==> src/rtl/adc_host_pkg.sv <==
package adc_host_pkg;
   localparam logic [7:0] CMD_MODE_WR = 8'h08;
   localparam logic [7:0] CMD_READ    = 8'h58;
   localparam logic [7:0] CMD_STREAM  = 8'h5C;

   typedef enum logic [1:0] {
      ST_IDLE,
      ST_XFER,
      ST_WAIT_HI,
      ST_WAIT_RDY
   } host_state_e;

   typedef enum logic [2:0] {
      K_SETUP,
      K_ENTER,
      K_CMD,
      K_READ,
      K_EXIT,
      K_RST
   } xfer_kind_e;
endpackage

==> src/rtl/adc_sclk_tick.sv <==
module adc_sclk_tick #(
   parameter int DIV = 4
) (
   input  logic clk,
   input  logic rst_n,
   input  logic en,
   output logic tick
);
   generate
      if (DIV == 1) begin : g_direct
         assign tick = en;
      end else begin : g_count
         localparam int CW = $clog2(DIV);
         logic [CW-1:0] cnt;
         always_ff @(posedge clk or negedge rst_n) begin
            if (!rst_n) begin
               cnt <= '0;
            end else if (!en || cnt == CW'(DIV - 1)) begin
               cnt <= '0;
            end else begin
               cnt <= cnt + 1'b1;
            end
         end
         assign tick = en && (cnt == CW'(DIV - 1));
      end
   endgenerate
endmodule

==> src/rtl/adc_serial_shift.sv <==
module adc_serial_shift #(
   parameter int DIV = 4
) (
   input  logic        clk,
   input  logic        rst_n,
   input  logic        go,
   input  logic [5:0]  nbits,
   input  logic [31:0] tx,
   input  logic        miso,
   output logic        sclk,
   output logic        mosi,
   output logic        done,
   output logic [31:0] rx
);
   logic        active;
   logic        phase;
   logic [5:0]  left;
   logic [31:0] sreg;
   logic        tick;

   adc_sclk_tick #(.DIV(DIV)) u_tick (
      .clk  (clk),
      .rst_n(rst_n),
      .en   (active),
      .tick (tick)
   );

   always_ff @(posedge clk or negedge rst_n) begin
      if (!rst_n) begin
         active <= 1'b0;
         phase  <= 1'b0;
         left   <= '0;
         sreg   <= '0;
         sclk   <= 1'b1;
         done   <= 1'b0;
         rx     <= '0;
      end else begin
         done <= 1'b0;
         if (go) begin
            active <= 1'b1;
            phase  <= 1'b0;
            left   <= nbits;
            sreg   <= tx;
            sclk   <= 1'b0;
            rx     <= '0;
         end else if (active && tick) begin
            if (!phase) begin
               sclk  <= 1'b1;
               rx    <= {rx[30:0], miso};
               phase <= 1'b1;
            end else if (left == 6'd1) begin
               active <= 1'b0;
               done   <= 1'b1;
            end else begin
               left  <= left - 1'b1;
               sreg  <= {sreg[30:0], 1'b0};
               sclk  <= 1'b0;
               phase <= 1'b0;
            end
         end
      end
   end

   assign mosi = active & sreg[31];
endmodule

==> src/rtl/adc_stream_host.sv <==
module adc_stream_host
   import adc_host_pkg::*;
#(
   parameter int          CLK_DIV   = 4,
   parameter int          WORD_BITS = 24,
   parameter int          TIMEOUT_W = 20,
   parameter logic [15:0] MODE_WORD = 16'h200A
) (
   input  logic                 clk,
   input  logic                 rst_n,
   input  logic                 start,
   input  logic                 stream_en,
   input  logic                 stop_req,
   input  logic                 reset_req,
   input  logic [TIMEOUT_W-1:0] timeout_limit,
   input  logic                 miso,
   output logic                 sclk,
   output logic                 cs_n,
   output logic                 mosi,
   output logic                 word_valid,
   output logic [23:0]          word_data,
   output logic                 timeout_err
);
   localparam int OUT_W = 24;

   generate
      if (WORD_BITS != 16 && WORD_BITS != 24) begin : g_bad_width
         $error("WORD_BITS must be 16 or 24");
      end
      if (CLK_DIV < 1) begin : g_bad_div
         $error("CLK_DIV must be at least 1");
      end
      if (TIMEOUT_W < 2) begin : g_bad_tw
         $error("TIMEOUT_W must be at least 2");
      end
   endgenerate

   host_state_e          state;
   xfer_kind_e           kind;
   logic                 go;
   logic                 stream_q;
   logic                 stop_pend;
   logic                 rdy_q;
   logic [TIMEOUT_W-1:0] tmr;
   logic [5:0]           xfer_bits;
   logic [31:0]          xfer_tx;
   logic                 sh_done;
   logic [31:0]          sh_rx;

   always_comb begin
      xfer_bits = 6'd8;
      xfer_tx   = '0;
      case (kind)
         K_SETUP: begin
            xfer_bits = 6'd24;
            xfer_tx   = {CMD_MODE_WR, MODE_WORD, 8'h00};
         end
         K_ENTER: xfer_tx = {CMD_STREAM, 24'h0};
         K_CMD:   xfer_tx = {CMD_READ, 24'h0};
         K_EXIT:  xfer_tx = {CMD_READ, 24'h0};
         K_READ:  xfer_bits = 6'(WORD_BITS);
         K_RST: begin
            xfer_bits = 6'd32;
            xfer_tx   = '1;
         end
         default: xfer_tx = '0;
      endcase
   end

   adc_serial_shift #(.DIV(CLK_DIV)) u_shift (
      .clk  (clk),
      .rst_n(rst_n),
      .go   (go),
      .nbits(xfer_bits),
      .tx   (xfer_tx),
      .miso (miso),
      .sclk (sclk),
      .mosi (mosi),
      .done (sh_done),
      .rx   (sh_rx)
   );

   always_ff @(posedge clk or negedge rst_n) begin
      if (!rst_n) begin
         state       <= ST_IDLE;
         kind        <= K_SETUP;
         go          <= 1'b0;
         stream_q    <= 1'b0;
         stop_pend   <= 1'b0;
         rdy_q       <= 1'b1;
         tmr         <= '0;
         word_valid  <= 1'b0;
         word_data   <= '0;
         timeout_err <= 1'b0;
      end else begin
         rdy_q       <= miso;
         go          <= 1'b0;
         word_valid  <= 1'b0;
         timeout_err <= 1'b0;
         if (stop_req) stop_pend <= 1'b1;
         case (state)
            ST_IDLE: begin
               stop_pend <= 1'b0;
               if (reset_req) begin
                  state <= ST_XFER; kind <= K_RST; go <= 1'b1;
               end else if (start) begin
                  stream_q <= stream_en;
                  state <= ST_XFER; kind <= K_SETUP; go <= 1'b1;
               end
            end
            ST_XFER: begin
               if (sh_done) begin
                  tmr <= '0;
                  case (kind)
                     K_SETUP: begin
                        if (stream_q) begin
                           kind <= K_ENTER; go <= 1'b1;
                        end else begin
                           state <= ST_WAIT_HI;
                        end
                     end
                     K_ENTER: state <= ST_WAIT_HI;
                     K_CMD: begin
                        kind <= K_READ; go <= 1'b1;
                     end
                     K_READ: begin
                        word_valid <= 1'b1;
                        word_data  <= OUT_W'(sh_rx[WORD_BITS-1:0]);
                        state      <= ST_WAIT_HI;
                     end
                     default: state <= ST_IDLE;
                  endcase
               end
            end
            ST_WAIT_HI: begin
               if (rdy_q) begin
                  state <= ST_WAIT_RDY;
                  tmr   <= '0;
               end else if (tmr == timeout_limit) begin
                  timeout_err <= 1'b1;
                  state       <= ST_IDLE;
               end else begin
                  tmr <= tmr + 1'b1;
               end
            end
            ST_WAIT_RDY: begin
               if (!stream_q && stop_pend) begin
                  state <= ST_IDLE;
               end else if (!rdy_q) begin
                  state <= ST_XFER;
                  go    <= 1'b1;
                  if (!stream_q)     kind <= K_CMD;
                  else if (stop_pend) kind <= K_EXIT;
                  else               kind <= K_READ;
               end else if (tmr == timeout_limit) begin
                  timeout_err <= 1'b1;
                  state       <= ST_IDLE;
               end else begin
                  tmr <= tmr + 1'b1;
               end
            end
            default: state <= ST_IDLE;
         endcase
      end
   end

   assign cs_n = (state == ST_IDLE);
endmodule

==> config.mk <==
export PLATFORM = sky130hd
export DESIGN_NAME = adc_stream_host
export DESIGN_NICKNAME = d
export VERILOG_FILES = /design/src/rtl/adc_host_pkg.sv /design/src/rtl/adc_sclk_tick.sv /design/src/rtl/adc_serial_shift.sv /design/src/rtl/adc_stream_host.sv
export SDC_FILE = /design/constraint.sdc
export NUM_CORES = 1
export LEC_CHECK = 0
export ABC_CLOCK_PERIOD_IN_PS = 2660
export BUFFER_PORTS_ARGS = -buffer_cell sky130_fd_sc_hd__buf_2
export CORE_MARGIN = 8
export CORE_UTILIZATION = 48
export CTS_BUF_LIST = sky130_fd_sc_hd__clkbuf_8
export DETAILED_ROUTE_END_ITERATION = 10
export GPL_TIMING_DRIVEN = 1
export PLACE_DENSITY = 0.67
export SLEW_MARGIN = 20
export SYNTH_ARGS = -nofsm -noshare
export SYNTH_HDL_FRONTEND = slang
export SYNTH_SLANG_ARGS = --single-unit
export TNS_END_PERCENT = 20
==> constraint.sdc <==
create_clock -name clk -period 2.66 [get_ports clk]
set_clock_uncertainty 0.05 [all_clocks]
set_input_delay 0.266 -clock clk [delete_from_list [all_inputs] [get_ports clk]]
set_output_delay 0.266 -clock clk [all_outputs]
set_load 0.1 [all_outputs]
**Yosys cells after proc, flatten, opt, wreduce, memory -nomap -nowiden**

Cells that the tools add are included.

- Flip-flop bits (word level): 123
- Bits of input ports: 27
- Output and inout port bits: 29
- Logic and storage cells: 145

- Add/subtract/negate cells: 3
- Eq/ne operators: 23
- Mux-type cells: 73
- Bitwise gates (word level): 2
- Reduce and logical (&&, ||, !) cells: 26

Operator list:

| kind | count |
|---|---|
| $mux 32 | 4 |
| $pmux 32 s4 | 1 |
| $mux 20 | 5 |
| $mux 24 | 3 |
| $pmux 20 s3 | 1 |
| $mux 1 | 30 |
| $mux 3 | 8 |
| $mux 6 | 4 |
| $add 20x1->20 const B | 1 |
| $eq 20x20->1 | 1 |
| $mux 2 | 9 |
| $ne 2x2->1 const B | 6 |
| $ne 3x3->1 const B | 4 |
| $pmux 6 s2 | 1 |
| $reduce_and 3->1 | 4 |
| $pmux 3 s3 | 1 |
| $pmux 2 s4 | 1 |
| $reduce_and 4->1 | 2 |
| $reduce_bool 2->1 | 4 |
| $reduce_and 7->1 | 1 |
| $eq 2x2->1 const B | 3 |
| $eq 3x2->1 const B | 2 |
| $eq 3x3->1 const B | 2 |
| $eq 6x1->1 const B | 1 |
| 20 further kinds | 28 |

**Depth between registers and ports, before layout**

- Word-level depth: 5
- Gate-level depth with buffers: 9
- Mapped depth without buffers: 7

**Modules after synthesis**

From an unflattened synthesis, not the netlist that was laid out.

- Cell total of the unflattened synthesis: 522
- Area, all modules: 6416.2 um^2

By module, submodules not included:

| module | instances | cells each | area each (um^2) | sequential area each (um^2) |
|---|---|---|---|---|
| adc_serial_shift | 1 | 234 | 3400.8 | 1853.0 |
| adc_stream_host | 1 | 282 | 2924.1 | 1377.6 |
| adc_sclk_tick | 1 | 6 | 91.3 | 50.0 |

**Worst setup path before layout**

No wires, ideal clock.

- Kind: flip-flop to flip-flop
- Start point: register state[0]
- End point: register stream_q
- Library setup time: 0.125 ns
- Data arrival time: 2.640 ns
- Required time: 2.485 ns
- Path slack: -0.155 ns
- Cell stages (with the launch flop): 6
- Path buffers: 2
- Clock period less this slack: 2.815 ns
- Cell sequence: dfrtp_1 -> buf_2 -> clkbuf_1 -> nor2_1 -> and3_1 -> mux2_2

- Word-level cells in the longest chain between the ends: 2

Ends and longest elaborated chain:

| item | RTL line | source |
|---|---|---|
| start, declared | adc_stream_host.sv:38 | `host_state_e state;` |
| start signal, assigned | adc_stream_host.sv:85 | `state <= ST_IDLE;` |
| start signal, assigned | adc_stream_host.sv:105 | `state <= ST_XFER; kind <= K_RST; go <= 1'b1;` |
| start signal, assigned | adc_stream_host.sv:108 | `state <= ST_XFER; kind <= K_SETUP; go <= 1'b1;` |
| $logic_not 2->1 | -- |  |
| via cs_n | adc_stream_host.sv:18 | `output logic cs_n,` |
| $reduce_and 3->1 (no source line) | -- |  |
| end signal, assigned | adc_stream_host.sv:107 | `stream_q <= stream_en;` |
| end, declared | adc_stream_host.sv:41 | `logic stream_q;` |

The timed path passes the listed nets, and every way through them passes these cells.
A chain may end at the register's enable or synchronous reset.

**Final worst setup path**

- Start point: register state[0]
- End point: register tmr[12]

- Word-level cells in the longest chain between the ends: 3
- Elaborated cells between the ends (all ways): 9
- Classes of those cells: eq/ne: 6; mux: 1; reduce/logical: 2

Ends and longest elaborated chain:

| item | RTL line | source |
|---|---|---|
| $eq 2x2->1 / $eq 2x1->1 (equally long branches) | adc_stream_host.sv:101 | `case (state)` |
| $ne 2x2->1 (no source line), or another cell as far along | -- |  |
| $reduce_and 4->1 (no source line) | -- |  |
| end signal, assigned | adc_stream_host.sv:143 | `tmr <= tmr + 1'b1;` |
| end signal, assigned | adc_stream_host.sv:159 | `tmr <= tmr + 1'b1;` |
| end, declared | adc_stream_host.sv:44 | `logic [TIMEOUT_W-1:0] tmr;` |

Several ways; a longest one is shown, not always the timed one.

==> key figures <==
Placed design
  – Dpl cells: about 720
  – Port Buffers: 55
  – Pre-CTS setup slack: 0.458 ns
  – Gpl congestion: ~0.94
  – Post-DP HPWL: ~8100 µm

Final layout
  – N_diodes: 0
  – Area delta synth->final: 15.7%
  – FF+latch area: ~3100 µm²
  – Final net count: between 600 and 700
  – Final std cells w/o fill: roughly 750
  – Share of layout cells above drive strength 1: 23.2%
  – # fillers: slightly below 1k
  – Multi-input combinational cell area: 2400 µm²

Power and ir drop
  – Max VDD drop: between 0.5 and 0.6 mV
  – PwrDens: between 900 and 1000 nW/µm²
  – Pleak: 3.01 nW

Setup path
  – Critical path data required time: between 2 and 3 ns
  – Startpoint Class: flip-flop
  – WP data arrival: 2.53 ns
  – Crit. End Element: flip-flop
  – Crit Path Class: reg2reg
  – Max FO, Critical Path: 19

Floorplan
  – Chip height: around 120 µm
  – Row cnt: 39
  – Die area: ~15000 µm²
  – Initial Util: between 40% and 50%
  – Die width: roughly 120 µm
  – # IOs: 56
  – Placeable Area: about 11000 µm²

Clocking
  – Post-CTS Resized: 0
  – Max H-tree Level: 4
  – Post-CTS Setup Inserts: 0
  – Root Buffer: clkbuf_8
  – Worst-skew pair later-pin latency: around 0.43 ns
  – Clk buf depth: 2
  – Clock buffer count from CTS: 17
  – Reg clk slew, reported paths: roughly 0.07 ns
  – Clock Sinks: roughly 120
  – CTS tree: done

Routing
  – Post-route antenna net violation count: 0
  – DRT Wirelength: about 12000 µm
  – First-pass DRT Iterations: 5
  – DRT iter0 DRCs: between 300 and 400
  – WL per Instance: approximately 16 µm
  – Vias/cell: 5.76
  – Via count: roughly 4.3k
  – Post-route DRC violation count: 0

Timing
  – Fin. max-slew vios: 0
  – Pin slew with the least headroom to its limit: ~0.67 ns
  – Min Tclk post-route: between 2 and 2.5 ns
  – Endpoints failing hold: 0
  – Max frequency: between 0.4 and 0.5 GHz
  – Worst setup margin: around 0.44 ns
  – RSZ-0062 raised after global routing: no
  – Worst rel slew slack: a little under three fifths
  – Setup TNS: 0 ns
  – Final period utilization: a little over four fifths
  – Finish-stage setup viols: 0

Worst hold path
  – Worst Hold Class: in2reg

Synth
  – Synth Warn #: 0
  – Sequential-to-total area share from yosys stat: between 50% and 60%
  – Synth cell types: 58
  – Synthesized flop and latch total: 123
  – Async SR Flop Fraction: between 90% and 100%
  – Syn avg cell area: ~10 µm²
  – Number of synthesized flops with an enable pin: 0
  – Synth Flop Type: dfrtp_1
  – Post-Syn Nets: 570
  – Cell Area, Synth: roughly 5600 µm²
  – Gate Count Post-Synth: between 500 and 600

Outcome
  – Outcome: finished clean

Global routing
  – Vias in the first global route: approximately 4.2k
  – First-pass GRT wire length: approximately 21000 µm
  – Tot GR Track Use: between 15 and 20%
  – Gr busiest metal: met2
  – Met3 GRT Util: 5.62%
  – Initial antenna violation count: 0
  – Met1 Resource Use GR: between 20% and 30%
  – Global route overflow: 0
  – Met2 Use GR: between 20% and 30%
  – Largest net degree at the start of global routing: 124

Run
  – Max_cap viols: 0
per-stage QoR:
step / cell area (µm²) / power, mW / hold WS, ns / utilization (%)
after floorplan: 5640 / 3.96 / -0.0796 / -
after global placement: 6100 / 4.39 / 0.340 / 53.4
after detailed placement: 6100 / 4.45 / 0.340 / 53.4
after CTS: 6510 / 6.08 / 0.00382 / 57.0
after global routing: 6520 / 6.44 / 0.116 / 57.1
final: 6520 / 6.02 / 0.103 / 57.1
cell usage in the layout, fill, tap and decap left out, drive strengths merged, types with 3 or more instances in the layout:
cell / n
o22ai: 3
nand2b: 4
o311ai: 3
o21ai: 45
nor3b: 3
xnor2: 21
o211ai: 5
nand2: 42
nand3: 11
clkbuf: 17
or2: 3
clkinv: 7
mux2: 27
mux2i: 3
inv: 15
a22o: 24
buf: 67
and2: 4
a21oi: 50
or3: 8
and3: 10
nor2: 42
dlygate4sd3: 4
nor3: 8
nand4: 17
a31o: 5
clkinvlp: 3
ha: 4
dfrtp: 121
a221o: 4
xor2: 4
cell usage after synthesis, types with 5 or more instances:
| cell type | number | area [µm²] |
|---|---|---|
| nand4_1 | 17 | 106 |
| a31o_2 | 5 | 43.8 |
| clkbuf_1 | 15 | 56.3 |
| or3_1 | 8 | 50.1 |
| nand2_1 | 42 | 158 |
| o21ai_0 | 43 | 215 |
| inv_1 | 12 | 45.0 |
| and3_1 | 9 | 56.3 |
| nor2_1 | 40 | 150 |
| o211ai_1 | 5 | 37.5 |
| a22o_1 | 24 | 210 |
| mux2_2 | 26 | 293 |
| buf_2 | 11 | 55.1 |
| nand3_1 | 10 | 50.1 |
| xnor2_1 | 21 | 184 |
| dfrtp_1 | 121 | 3030 |
| a21oi_1 | 49 | 245 |
| nor3_1 | 7 | 35.0 |
worst max-delay path: stages, from the launching register on:
cell and delay [ns]:
dfrtp_1 0.67, a21oi_1 0.22, or2_0 0.37, or3_1 0.39, or3_1 0.31, a21oi_1 0.14
report_power, final:
group          switching (mW)  total, mW  internal (mW)
clock                   0.765       1.59          0.830
combinational            1.15       1.85          0.695
sequential              0.360       2.58           2.22
cell type report:
class | instances | area share, %
Clock buffer | 17 | 3.59
Sequential cell | 123 | 47.2
Timing Repair Buffer | 71 | 6.64
Tap cell | 143 | 2.74
Multi-Input combinational cell | 373 | 36.8
Inverter | 13 | 0.748
Clock inverter | 14 | 2.28
worst paths after layout:
| kind | start | to | slack, ns | cells past startpoint |
|---|---|---|---|---|
| worst max-delay path | state[0] | tmr[12] | 0.44 | 5 |
| max in group asynchronous | rst_n | u_shift.phase | 1.64 | 3 |
| min in group asynchronous | rst_n | tmr[14] | 0.41 | 3 |
| worst min-delay path | reset_req | kind[0] | 0.10 | 3 |
| worst min register to register | u_shift.u_tick.g_count.cnt[0] | u_shift.u_tick.g_count.cnt[0] | 0.39 | 1 |
| worst max register to register | state[0] | tmr[12] | 0.44 | 5 |
cells by family after synthesis:
group,after synthesis,synth area share [%]
XOR/XNOR,25,3.88
multiplexers,30,5.93
flip-flops,123,54.7
AO/OA/AOI/OAI,154,17.3
buffers and inverters,43,3.11
adder cells (fa/ha/maj),4,0.888
AND/OR/NAND/NOR,160,14.2
flip-flops by register name, indices dropped and copies added (netlist names), 2 cells and up:
signal / count
u_shift.sreg: 32
u_shift.u_tick.g_count.cnt: 2
state: 2
u_shift.rx: 24
kind: 3
u_shift.left: 6
tmr: 20
word_data: 24
layer usage:
layer  vias up  part of all wire [%]
met5         -                     0
met4         0                  0.84
met3        10                   5.9
met2       115                    46
met1      2146                    47
li1       2069                     -
repair_timing:
item / 4_1_cts / 5_1_grt
endpoints found under the setup margin: 0 / 0
hold buffers: 3 / 1
endpoints found under the hold margin: 123 / 1
No activity file was read; power rests on OpenSTA's default activity.
